==> src/rtl/dac_rb_pkg.sv <==
package dac_rb_pkg;

  localparam int FRAME_BITS = 24;
  localparam int ADDR_W     = 6;
  localparam int FIELD_W    = 16;
  localparam int GOFS_W     = 14;
  localparam int CH_BASE    = 8;

  typedef enum logic [1:0] {
    CMD_SF   = 2'd0,
    CMD_GAIN = 2'd1,
    CMD_OFS  = 2'd2,
    CMD_DATA = 2'd3
  } cmd_e;

  // readback type codes
  localparam logic [2:0] RB_DATA = 3'd0;
  localparam logic [2:0] RB_ALT  = 3'd1;
  localparam logic [2:0] RB_OFS  = 3'd2;
  localparam logic [2:0] RB_GAIN = 3'd3;
  localparam logic [2:0] RB_SF   = 3'd4;

  // special-function addresses
  localparam logic [ADDR_W-1:0] SF_CTRL  = 6'd1;
  localparam logic [ADDR_W-1:0] SF_GOFS0 = 6'd2;
  localparam logic [ADDR_W-1:0] SF_RBREQ = 6'd5;

  typedef struct packed {
    cmd_e                cmd;
    logic [ADDR_W-1:0]   addr;
    logic [FIELD_W-1:0]  field;
  } frame_t;

  // channel slot addressed by a word address (valid only when chan_hit)
  function automatic logic [ADDR_W-1:0] chan_slot(input logic [ADDR_W-1:0] addr);
    return addr - ADDR_W'(CH_BASE);
  endfunction

  function automatic logic chan_hit(input logic [ADDR_W-1:0] addr, input int nch);
    return (int'(addr) >= CH_BASE) && (int'(addr) < CH_BASE + nch);
  endfunction

  // reference group of a channel; groups past the last reference fold onto it
  function automatic int ref_group(input int ch, input int cpg, input int nref);
    int g;
    g = ch / cpg;
    if (g >= nref) g = nref - 1;
    return g;
  endfunction

  // place a right-justified res-bit value at the top of a 16-bit field
  function automatic logic [FIELD_W-1:0] left_align(input logic [FIELD_W-1:0] v, input int res);
    return v << (FIELD_W - res);
  endfunction

endpackage

==> src/rtl/dac_spi_frame_rx.sv <==
module dac_spi_frame_rx
  import dac_rb_pkg::*;
(
  input  logic   clk,
  input  logic   rst_n,
  input  logic   sclk_i,
  input  logic   cs_n_i,
  input  logic   mosi_i,
  output frame_t frame_o,
  output logic   exec_o,
  output logic   sclk_fall_o,
  output logic   cs_fall_o,
  output logic   cs_high_o
);

  localparam int CNT_W = $clog2(FRAME_BITS + 2);
  localparam logic [CNT_W-1:0] CNT_FULL = CNT_W'(FRAME_BITS);
  localparam logic [CNT_W-1:0] CNT_OVER = CNT_W'(FRAME_BITS + 1);

  logic [2:0] sclk_q;
  logic [2:0] cs_q;
  logic [1:0] mosi_q;

  always_ff @(posedge clk) begin
    if (!rst_n) begin
      sclk_q <= '0;
      cs_q   <= '1;
      mosi_q <= '0;
    end else begin
      sclk_q <= {sclk_q[1:0], sclk_i};
      cs_q   <= {cs_q[1:0], cs_n_i};
      mosi_q <= {mosi_q[0], mosi_i};
    end
  end

  logic sclk_rise, cs_rise, cs_low;
  assign sclk_rise   = sclk_q[1] & ~sclk_q[2];
  assign sclk_fall_o = ~sclk_q[1] & sclk_q[2];
  assign cs_fall_o   = ~cs_q[1] & cs_q[2];
  assign cs_rise     = cs_q[1] & ~cs_q[2];
  assign cs_low      = ~cs_q[1];
  assign cs_high_o   = cs_q[1];

  logic [FRAME_BITS-1:0] shreg_q;
  logic [CNT_W-1:0]      cnt_q;

  always_ff @(posedge clk) begin
    if (!rst_n) begin
      shreg_q <= '0;
      cnt_q   <= '0;
    end else if (cs_fall_o) begin
      cnt_q <= '0;
    end else if (cs_low && sclk_rise) begin
      shreg_q <= {shreg_q[FRAME_BITS-2:0], mosi_q[1]};
      if (cnt_q != CNT_OVER) cnt_q <= cnt_q + 1'b1;
    end
  end

  assign exec_o  = cs_rise && (cnt_q == CNT_FULL);
  assign frame_o = frame_t'(shreg_q);

endmodule

==> src/rtl/dac_cmd_decode.sv <==
module dac_cmd_decode
  import dac_rb_pkg::*;
#(
  parameter int NUM_CH  = 8,
  parameter int NUM_REF = 2
) (
  input  frame_t               frame_i,
  input  logic                 exec_i,
  output logic                 wr_data_o,
  output logic                 wr_ofs_o,
  output logic                 wr_gain_o,
  output logic [ADDR_W-1:0]    slot_o,
  output logic [FIELD_W-1:0]   field_o,
  output logic                 wr_ctrl_o,
  output logic [NUM_REF-1:0]   wr_gofs_o,
  output logic                 rb_req_o,
  output logic [2:0]           rb_type_o,
  output logic [ADDR_W-1:0]    rb_addr_o
);

  logic hit;
  assign hit       = chan_hit(frame_i.addr, NUM_CH);
  assign slot_o    = chan_slot(frame_i.addr);
  assign field_o   = frame_i.field;
  assign rb_type_o = frame_i.field[15:13];
  assign rb_addr_o = frame_i.field[12:7];

  always_comb begin
    wr_data_o = 1'b0;
    wr_ofs_o  = 1'b0;
    wr_gain_o = 1'b0;
    wr_ctrl_o = 1'b0;
    wr_gofs_o = '0;
    rb_req_o  = 1'b0;
    if (exec_i) begin
      unique case (frame_i.cmd)
        CMD_DATA: wr_data_o = hit;
        CMD_OFS:  wr_ofs_o  = hit;
        CMD_GAIN: wr_gain_o = hit;
        CMD_SF: begin
          if (frame_i.addr == SF_CTRL)  wr_ctrl_o = 1'b1;
          if (frame_i.addr == SF_RBREQ) rb_req_o  = 1'b1;
          for (int g = 0; g < NUM_REF; g++) begin
            if (frame_i.addr == SF_GOFS0 + ADDR_W'(g)) wr_gofs_o[g] = 1'b1;
          end
        end
      endcase
    end
  end

endmodule

==> src/rtl/dac_chan_bank.sv <==
module dac_chan_bank
  import dac_rb_pkg::*;
#(
  parameter int NUM_CH = 8,
  parameter int RES    = 16
) (
  input  logic                  clk,
  input  logic                  rst_n,
  input  logic                  wr_data_i,
  input  logic                  wr_ofs_i,
  input  logic                  wr_gain_i,
  input  logic [ADDR_W-1:0]     slot_i,
  input  logic [FIELD_W-1:0]    field_i,
  input  logic [ADDR_W-1:0]     rd_slot_i,
  output logic [NUM_CH*RES-1:0] data_o,
  output logic [NUM_CH*RES-1:0] ofs_o,
  output logic [NUM_CH*RES-1:0] gain_o,
  output logic [FIELD_W-1:0]    rd_data_o,
  output logic [FIELD_W-1:0]    rd_ofs_o,
  output logic [FIELD_W-1:0]    rd_gain_o
);

  logic [RES-1:0] wval;
  logic           unused_field;
  assign wval         = field_i[FIELD_W-1 -: RES];
  assign unused_field = ^field_i;

  logic [RES-1:0] data_q [NUM_CH];
  logic [RES-1:0] ofs_q  [NUM_CH];
  logic [RES-1:0] gain_q [NUM_CH];

  for (genvar c = 0; c < NUM_CH; c++) begin : g_ch
    logic sel;
    assign sel = (slot_i == ADDR_W'(c));

    always_ff @(posedge clk) begin
      if (!rst_n) begin
        data_q[c] <= '0;
        ofs_q[c]  <= '0;
        gain_q[c] <= '1;
      end else begin
        if (wr_data_i && sel) data_q[c] <= wval;
        if (wr_ofs_i  && sel) ofs_q[c]  <= wval;
        if (wr_gain_i && sel) gain_q[c] <= wval;
      end
    end

    assign data_o[c*RES +: RES] = data_q[c];
    assign ofs_o[c*RES +: RES]  = ofs_q[c];
    assign gain_o[c*RES +: RES] = gain_q[c];
  end

  always_comb begin
    rd_data_o = '0;
    rd_ofs_o  = '0;
    rd_gain_o = '0;
    for (int c = 0; c < NUM_CH; c++) begin
      if (rd_slot_i == ADDR_W'(c)) begin
        rd_data_o = left_align(FIELD_W'(data_q[c]), RES);
        rd_ofs_o  = left_align(FIELD_W'(ofs_q[c]), RES);
        rd_gain_o = left_align(FIELD_W'(gain_q[c]), RES);
      end
    end
  end

endmodule

==> src/rtl/dac_readback_tx.sv <==
module dac_readback_tx
  import dac_rb_pkg::*;
(
  input  logic               clk,
  input  logic               rst_n,
  input  logic               load_i,
  input  logic [FIELD_W-1:0] value_i,
  input  logic               cs_fall_i,
  input  logic               sclk_fall_i,
  input  logic               cs_high_i,
  output logic               sdo_o
);

  logic                  pend_q;
  logic [FIELD_W-1:0]    pval_q;
  logic [FRAME_BITS-1:0] tx_q;

  always_ff @(posedge clk) begin
    if (!rst_n) begin
      pend_q <= 1'b0;
      pval_q <= '0;
      tx_q   <= '0;
    end else begin
      if (cs_fall_i) begin
        tx_q   <= pend_q ? FRAME_BITS'(pval_q) : '0;
        pend_q <= 1'b0;
      end else if (sclk_fall_i && !cs_high_i) begin
        tx_q <= {tx_q[FRAME_BITS-2:0], 1'b0};
      end
      if (load_i) begin
        pend_q <= 1'b1;
        pval_q <= value_i;
      end
    end
  end

  assign sdo_o = tx_q[FRAME_BITS-1];

endmodule

==> src/rtl/dac_spi_regbank.sv <==
module dac_spi_regbank
  import dac_rb_pkg::*;
#(
  parameter int NUM_CH     = 8,
  parameter int CH_PER_GRP = 4,
  parameter int NUM_REF    = 2,
  parameter int RES        = 16
) (
  input  logic                     clk,
  input  logic                     rst_n,
  input  logic                     spi_sclk,
  input  logic                     spi_cs_n,
  input  logic                     spi_mosi,
  output logic                     spi_sdo,
  output logic [NUM_CH*RES-1:0]    chan_data_o,
  output logic [NUM_CH*RES-1:0]    chan_ofs_o,
  output logic [NUM_CH*RES-1:0]    chan_gain_o,
  output logic [NUM_CH*GOFS_W-1:0] chan_dac_ofs_o,
  output logic                     pwr_down_o
);

  // internal events, named for the bound checker
  frame_t               frame;
  logic                 frame_exec, sclk_fall, cs_fall, cs_high;
  logic                 wr_data, wr_ofs, wr_gain, wr_ctrl, rb_req;
  logic [NUM_REF-1:0]   wr_gofs;
  logic [ADDR_W-1:0]    slot, rb_addr;
  logic [FIELD_W-1:0]   field;
  logic [2:0]           rb_type;

  dac_spi_frame_rx u_rx (
    .clk        (clk),
    .rst_n      (rst_n),
    .sclk_i     (spi_sclk),
    .cs_n_i     (spi_cs_n),
    .mosi_i     (spi_mosi),
    .frame_o    (frame),
    .exec_o     (frame_exec),
    .sclk_fall_o(sclk_fall),
    .cs_fall_o  (cs_fall),
    .cs_high_o  (cs_high)
  );

  dac_cmd_decode #(.NUM_CH(NUM_CH), .NUM_REF(NUM_REF)) u_dec (
    .frame_i  (frame),
    .exec_i   (frame_exec),
    .wr_data_o(wr_data),
    .wr_ofs_o (wr_ofs),
    .wr_gain_o(wr_gain),
    .slot_o   (slot),
    .field_o  (field),
    .wr_ctrl_o(wr_ctrl),
    .wr_gofs_o(wr_gofs),
    .rb_req_o (rb_req),
    .rb_type_o(rb_type),
    .rb_addr_o(rb_addr)
  );

  logic [FIELD_W-1:0] rd_data, rd_ofs, rd_gain;

  dac_chan_bank #(.NUM_CH(NUM_CH), .RES(RES)) u_bank (
    .clk      (clk),
    .rst_n    (rst_n),
    .wr_data_i(wr_data),
    .wr_ofs_i (wr_ofs),
    .wr_gain_i(wr_gain),
    .slot_i   (slot),
    .field_i  (field),
    .rd_slot_i(chan_slot(rb_addr)),
    .data_o   (chan_data_o),
    .ofs_o    (chan_ofs_o),
    .gain_o   (chan_gain_o),
    .rd_data_o(rd_data),
    .rd_ofs_o (rd_ofs),
    .rd_gain_o(rd_gain)
  );

  // special-function space
  logic              pd_q;
  logic [GOFS_W-1:0] gofs_q [NUM_REF];

  always_ff @(posedge clk) begin
    if (!rst_n)       pd_q <= 1'b0;
    else if (wr_ctrl) pd_q <= field[0];
  end
  assign pwr_down_o = pd_q;

  for (genvar g = 0; g < NUM_REF; g++) begin : g_ref
    always_ff @(posedge clk) begin
      if (!rst_n)          gofs_q[g] <= '0;
      else if (wr_gofs[g]) gofs_q[g] <= field[GOFS_W-1:0];
    end
  end

  for (genvar c = 0; c < NUM_CH; c++) begin : g_map
    localparam int GRP = ref_group(c, CH_PER_GRP, NUM_REF);
    assign chan_dac_ofs_o[c*GOFS_W +: GOFS_W] = gofs_q[GRP];
  end

  // readback value, captured when the request executes
  logic               rb_chan;
  logic [FIELD_W-1:0] rb_value;
  assign rb_chan = chan_hit(rb_addr, NUM_CH);

  always_comb begin
    rb_value = '0;
    case (rb_type)
      RB_DATA, RB_ALT: if (rb_chan) rb_value = rd_data;
      RB_OFS:          if (rb_chan) rb_value = rd_ofs;
      RB_GAIN:         if (rb_chan) rb_value = rd_gain;
      RB_SF: begin
        if (rb_addr == SF_CTRL) rb_value = FIELD_W'(pd_q);
        for (int g = 0; g < NUM_REF; g++) begin
          if (rb_addr == SF_GOFS0 + ADDR_W'(g)) rb_value = FIELD_W'(gofs_q[g]);
        end
      end
      default: rb_value = '0;
    endcase
  end

  dac_readback_tx u_tx (
    .clk        (clk),
    .rst_n      (rst_n),
    .load_i     (rb_req),
    .value_i    (rb_value),
    .cs_fall_i  (cs_fall),
    .sclk_fall_i(sclk_fall),
    .cs_high_i  (cs_high),
    .sdo_o      (spi_sdo)
  );

endmodule

==> config.mk <==
export PLATFORM = sky130hd
export DESIGN_NAME = dac_spi_regbank
export DESIGN_NICKNAME = d
export VERILOG_FILES = /design/src/rtl/dac_rb_pkg.sv /design/src/rtl/dac_spi_frame_rx.sv /design/src/rtl/dac_cmd_decode.sv /design/src/rtl/dac_chan_bank.sv /design/src/rtl/dac_readback_tx.sv /design/src/rtl/dac_spi_regbank.sv
export SDC_FILE = /design/constraint.sdc
export NUM_CORES = 1
export LEC_CHECK = 0
export BUFFER_PORTS_ARGS = -buffer_cell sky130_fd_sc_hd__buf_2
export CORE_MARGIN = 2
export CORE_UTILIZATION = 27
export CTS_BUF_LIST = sky130_fd_sc_hd__clkbuf_16
export CTS_CLUSTER_SIZE = 20
export DETAILED_ROUTE_END_ITERATION = 12
export GPL_ROUTABILITY_DRIVEN = 0
export HOLD_SLACK_MARGIN = 0.08
export PLACE_DENSITY_LB_ADDON = 0.25
export REMOVE_ABC_BUFFERS = 1
export SYNTH_ARGS = -nofsm -noshare
export SYNTH_HDL_FRONTEND = slang
export SYNTH_HIERARCHICAL = 1
export SYNTH_SLANG_ARGS = --single-unit
==> constraint.sdc <==
create_clock -name clk -period 4 [get_ports clk]
set_clock_uncertainty 0.15 [all_clocks]
set_input_delay 1.2 -clock clk [delete_from_list [all_inputs] [get_ports clk]]
set_output_delay 1.2 -clock clk [all_outputs]
set_load 0.01 [all_outputs]
# [Word level (Yosys, flattened, before mapping)]
# Memory sizes are Yosys's and may differ from the RTL's.
# Cells that the tools add are included.
[word_totals] ram_bits=412 memories=4 in_bits=5 elab_cells=283 out_inout_bits=498 ff_bits=79
[mem_list] name="u_bank.data_q" depth=8 width=16 rd=8 rd_clocked_by_memory_dff=0 wr=8 line="dac_chan_bank.sv:28" source="logic [RES-1:0] data_q [NUM_CH];"
[mem_list] name="u_bank.gain_q" depth=8 width=16 rd=8 rd_clocked_by_memory_dff=0 wr=8 line="dac_chan_bank.sv:30" source="logic [RES-1:0] gain_q [NUM_CH];"
[mem_list] name="u_bank.ofs_q" depth=8 width=16 rd=8 rd_clocked_by_memory_dff=0 wr=8 line="dac_chan_bank.sv:29" source="logic [RES-1:0] ofs_q [NUM_CH];"
[mem_list] name="gofs_q" depth=2 width=14 rd=2 rd_clocked_by_memory_dff=0 wr=2 line="dac_spi_regbank.sv:80" source="logic [GOFS_W-1:0] gofs_q [NUM_REF];"
[classes] mux=157 n_eq_ne=30 n_reduce_logical=40 n_bitwise=36 order_cmp=4 n_addsub=3
[op_table] operator="16-bit 2-to-1 mux" n=54
[op_table] operator="1-bit 2-to-1 mux" n=96
[op_table] operator="16-bit one-hot mux with 4 select lines" n=1
[op_table] operator="6-bit by 3-bit == test with 1-bit output, second input constant" n=9
[op_table] operator="6-bit by 2-bit == test with 1-bit output, second input constant" n=8
[op_table] operator="24-bit 2-to-1 mux" n=2
[op_table] operator="1-bit logical AND" n=29
[op_table] operator="14-bit 2-to-1 mux" n=2
[op_table] operator="1-bit bitwise OR" n=26
[op_table] operator="6-bit by 1-bit == test with 1-bit output, second input constant" n=4
[op_table] operator="6-bit by 4-bit greater-or-equal comparator with 1-bit output, second input constant" n=2
[op_table] operator="6-bit logical NOT" n=2
[op_table] operator="6-bit by 5-bit < comparator with 1-bit output, second input constant" n=2
[op_table] operator="6-bit by 4-bit subtractor with 6-bit output, second input constant" n=2
[op_table] operator="3-bit by 2-bit == test with 1-bit output, second input constant" n=2
[op_table] operator="1-bit inverter" n=6
[op_table] operator="5-bit by 1-bit adder with 5-bit output, second input constant" n=1
[op_table] operator="5-bit == test, second input constant" n=1
[op_table] operator="5-bit != test, second input constant" n=1
[op_table] operator="1-bit bitwise AND" n=4
[op_table] operator="2-bit == test, second input constant" n=2
[op_table] operator="2-bit 2-to-1 mux" n=2
[op_table] operator="2-bit AND reduction" n=2
[op_table] operator="2-bit nonzero test" n=2
[op_table] operator="other kinds (7)" n=8

# [Longest topological paths before layout]
[depth] word_depth=12 ltp_mapped=14 ltp_nobuf=12

# [Hierarchy]
# Netlist, hierarchy kept.
[modules_own_cells] module="dac_chan_bank" cells_each=1310 instances=1 area_per_inst_um2=17804.6
[modules_own_cells] module="dac_spi_regbank" cells_each=235 instances=1 area_per_inst_um2=2492.4
[modules_own_cells] module="dac_readback_tx" cells_each=183 instances=1 area_per_inst_um2=1741.7
[modules_own_cells] module="dac_spi_frame_rx" cells_each=164 instances=1 area_per_inst_um2=1430.1
[modules_own_cells] module="dac_cmd_decode" cells_each=49 instances=1 area_per_inst_um2=379.1

# [Least setup slack after synthesis]
# Ideal clock, no wire load.
[synth_path] path_kind="register to register" from="register u_rx.cnt_q[0]" to="memory u_bank.gain_q[0][0] (enable)" slack_ns=0.320 arrival_ns=3.118 n_path_buf=0 path_stages_with_launch=9 path_cell_list="dfxtp_1 > inv_1 > ha_1 > nand4b_1 > nor3b_1 > or3b_2 > a2111oi_1 > inv_1 > o21ai_0"
[synth_rtl] element="start, declared" line="dac_spi_frame_rx.sv:45" source="logic [CNT_W-1:0] cnt_q;"
[synth_rtl] element="start signal, assigned" line="dac_spi_frame_rx.sv:55" source="if (cnt_q != CNT_OVER) cnt_q <= cnt_q + 1'b1;"
[synth_rtl] element="end, declared" line="dac_chan_bank.sv:30"

==> run_results.csv <==
group,metric,value,unit
sta,tightest_slew,1.03,ns
power_and_ir_drop,p_per_area,396,nW/µm²
drt,totalWireLength,97700,µm
final_layout,syn_to_final_growth,20.1,%
run,maxCapViolCount,0,
clocking,ctsHoldBuffers,0,
sta,fin_crit_sh,87.2,%
power_and_ir_drop,vdd_drop_max,318,µV
clocking,clock_tree.buffer_depth,3,
worst_hold_path,min_from,"u_rx/cs_q[0]$_SDFF_PN1_",
run_status,outcome,"complete, no violations",
global_routing,antenna_found_initial,7,
die,rows,108,
drt,vias_per_cell,4.96,
critical_path,worstPathArrival,3.69,ns
synthesis,yosysWarnings,6,
critical_path,startpoint_type,"flop",
synthesis,async_flop_share,0,%
synthesis,avgSynthCellArea,12.3,µm²
placement,dp_cells,3411,
synthesis,ys_types,68,
clocking,postCtsSetupBuffers,0,
sta,finalSetupViolations,0,
global_routing,grt_pass1_vias,16800,
final_layout,fin_cells,3509,
critical_path,path_class,"reg2reg",
global_routing,grt_pass1_wl,134000,µm
power_and_ir_drop,total_leakage_power,9.88,nW
synthesis,synth.top_cell.area_share,51.9,%
drt,detail-route-antenna-nets,0,
final_layout,drive_gt1_share,35.2,%
clocking,clock_latency,0.61,ns
placement,dpl.hpwl,69900,µm
die,die_y,301,µm
global_routing,grt_max_degree,129,
drt,vias,17400,
sta,final.min_clock_period,3.49,ns
final_layout,fin_nets,2323,
die,initial_core_util,27.4,%
die,ios,503,
power_and_ir_drop,power,0.0113,W
clocking,cts_sinks,491,
critical_path,crit_required,4.20,ns
final_layout,fill_cells,8805,
synthesis,syn_area,23800,µm²
synthesis,synth_top_flop_cell,"edfxtp_1",
drt,first_pass_iters,5,
sta,maxSlewViolCount,0,
die,design.die.area,90700,µm²
drt,wl_per_cell,27.8,µm
global_routing,gr-usage-all-layers,20.7,%
synthesis,synth_seq_cells,491,
sta,relSlewSlack,31.1,%
synthesis,synth.area.top_cells,"edfxtp_1 (52%), and2_1 (6.8%), dfxtp_1 (6.6%)",
critical_path,crit_path_end_kind,"flop",
critical_path,r2r_start,"u_rx/cnt_q[0]$_SDFFE_PP0P_",
clocking,cts_tree,"done",
drt,drcViolationCount,0,
clocking,path_clk_slew,0.06,ns
synthesis,synth_edf_count,412,
worst_hold_path,hp-class,"reg2reg",
synthesis,synth_cells,1941,
clocking,postCtsResizedCells,0,
critical_path,path_max_fanout,128,
sta,max_freq,287,MHz
die,core_area,87200,µm²
global_routing,gr-total-overflow,0,
clocking,cts_root_buf,"clkbuf_16",
clocking,cts_buffers,53,
clocking,cts_htree_levels,2,
sta,hold_viol_final,0,
critical_path,startpoint,"u_rx/cnt_q[0]$_SDFFE_PP0P_",
placement,io_buffers,502,
synthesis,yosysMostFrequentCell,"edfxtp_1",
synthesis,seq_area_frac_synth,58.5,%
sta,rsz0062_at_grt,"false",
synthesis,yosys.area.top_type,"edfxtp_1",
drt,first_iter_violations,1721,
die,die_w,301,µm
synthesis,synth_commonest_cells,"edfxtp_1 (412), and2_1 (261), or3_1 (133)",
==> metrics by stage <==
step	hold WS [ns]	utilization [%]	area (µm²)	worst slack, ns	TNS (ns)
after detailed placement	0.267	30.9	27000	0.569	0
after CTS	0.279	32.8	28600	0.569	0
final	0.269	32.9	28600	0.512	0
after global routing	0.308	32.8	28600	0.303	0
after global placement	0.269	30.9	27000	0.567	0
after floorplan	0.236	-	22100	-2.32	-34.29
==> layout by cell type, fill, tap and decap left out, types with 30 or more instances in the layout <==
master / n
a21oi_1: 60
and2_1: 261
and3_1: 32
buf_2: 501
buf_4: 95
clkbuf_16: 53
dfxtp_1: 67
edfxtp_1: 412
inv_1: 30
mux2_2: 66
mux2i_1: 57
mux4_2: 34
nand2_1: 66
nand3_1: 56
nor2_1: 64
o21ai_0: 52
o21ai_1: 39
o22ai_1: 37
or3_1: 133
==> flip-flops by register name (all words and copies together) (netlist names) <==
name and flops:
u_bank/data_q 128, u_bank/gain_q 128, u_bank/ofs_q 128, gofs_q 28
u_rx/frame_o 24, u_tx/tx_q 24, u_tx/pval_q 16, u_rx/cnt_q 5
u_rx/cs_q 3, u_rx/sclk_q 3, u_rx/mosi_q 2, pwr_down_o 1
u_tx/pend_q 1
==> area by class of cell <==
| cell class | instances | area, µm² | share of cell area [%] |
|---|---|---|---|
| Inverter | 20 | 75.1 | 0.262 |
| Timing Repair Buffer | 600 | 3300 | 11.5 |
| Tap cell | 1155 | 1450 | 5.05 |
| Sequential cell | 491 | 14000 | 48.8 |
| Clock buffer | 53 | 1330 | 4.63 |
| Antenna cell | 4 | 10.0 | 0.0350 |
| Clock inverter | 41 | 333 | 1.16 |
| Multi-Input combinational cell | 1145 | 8170 | 28.5 |
==> layer usage <==
metal	GRT usage [%]	part of all wire (%)	vias to the layer above
met5	0	0	-
met4	6.22	3.1	0
met3	4.40	8.1	121
met2	33.6	47	686
met1	27.8	42	8871
li1	-	-	7720
==> worst paths after layout <==
check	cells after the start	end	slack [ns]
worst max-delay path	10	u_bank/gain_q[1][47]$_SDFFCE_PN1P_	0.51
worst min-delay path	1	u_rx/cs_q[1]$_SDFF_PN1_	0.27
worst max register to register	10	u_bank/gain_q[1][47]$_SDFFCE_PN1P_	0.51
worst min register to register	1	u_rx/cs_q[1]$_SDFF_PN1_	0.27
==> report_power, final <==
group	switching [W]	total [W]	internal (W)
logic	0.000453	0.000669	0.000216
clock network	0.00208	0.00485	0.00277
registers	0.000123	0.00581	0.00569
total	0.00266	0.0113	0.00867
==> cell families (layout without fill, tap and decap cells) <==
logic type      count (synthesis)  after routing  synth area share, %
simple gates                  678            678                 16.6
flops                         491            491                 58.5
buf+inv                       305            714                 7.51
compound gates                297            297                 8.04
mux                           161            161                 8.91
fa+ha+maj                       7              7                0.367
xor+xnor                        2              2               0.0735
other cells                     0              4                    0
==> critical path, cell delays in order (launching register included) <==
cell       delay, ns
dfxtp_1         0.35
inv_1           0.09
ha_1            0.15
nand4b_1        0.11
nor3b_1         0.28
or3b_2          0.54
a2111oi_1       0.39
buf_4           0.19
nand2_2         0.05
buf_4           0.37
or3_1           0.46
(Power assumes the default switching activity.)
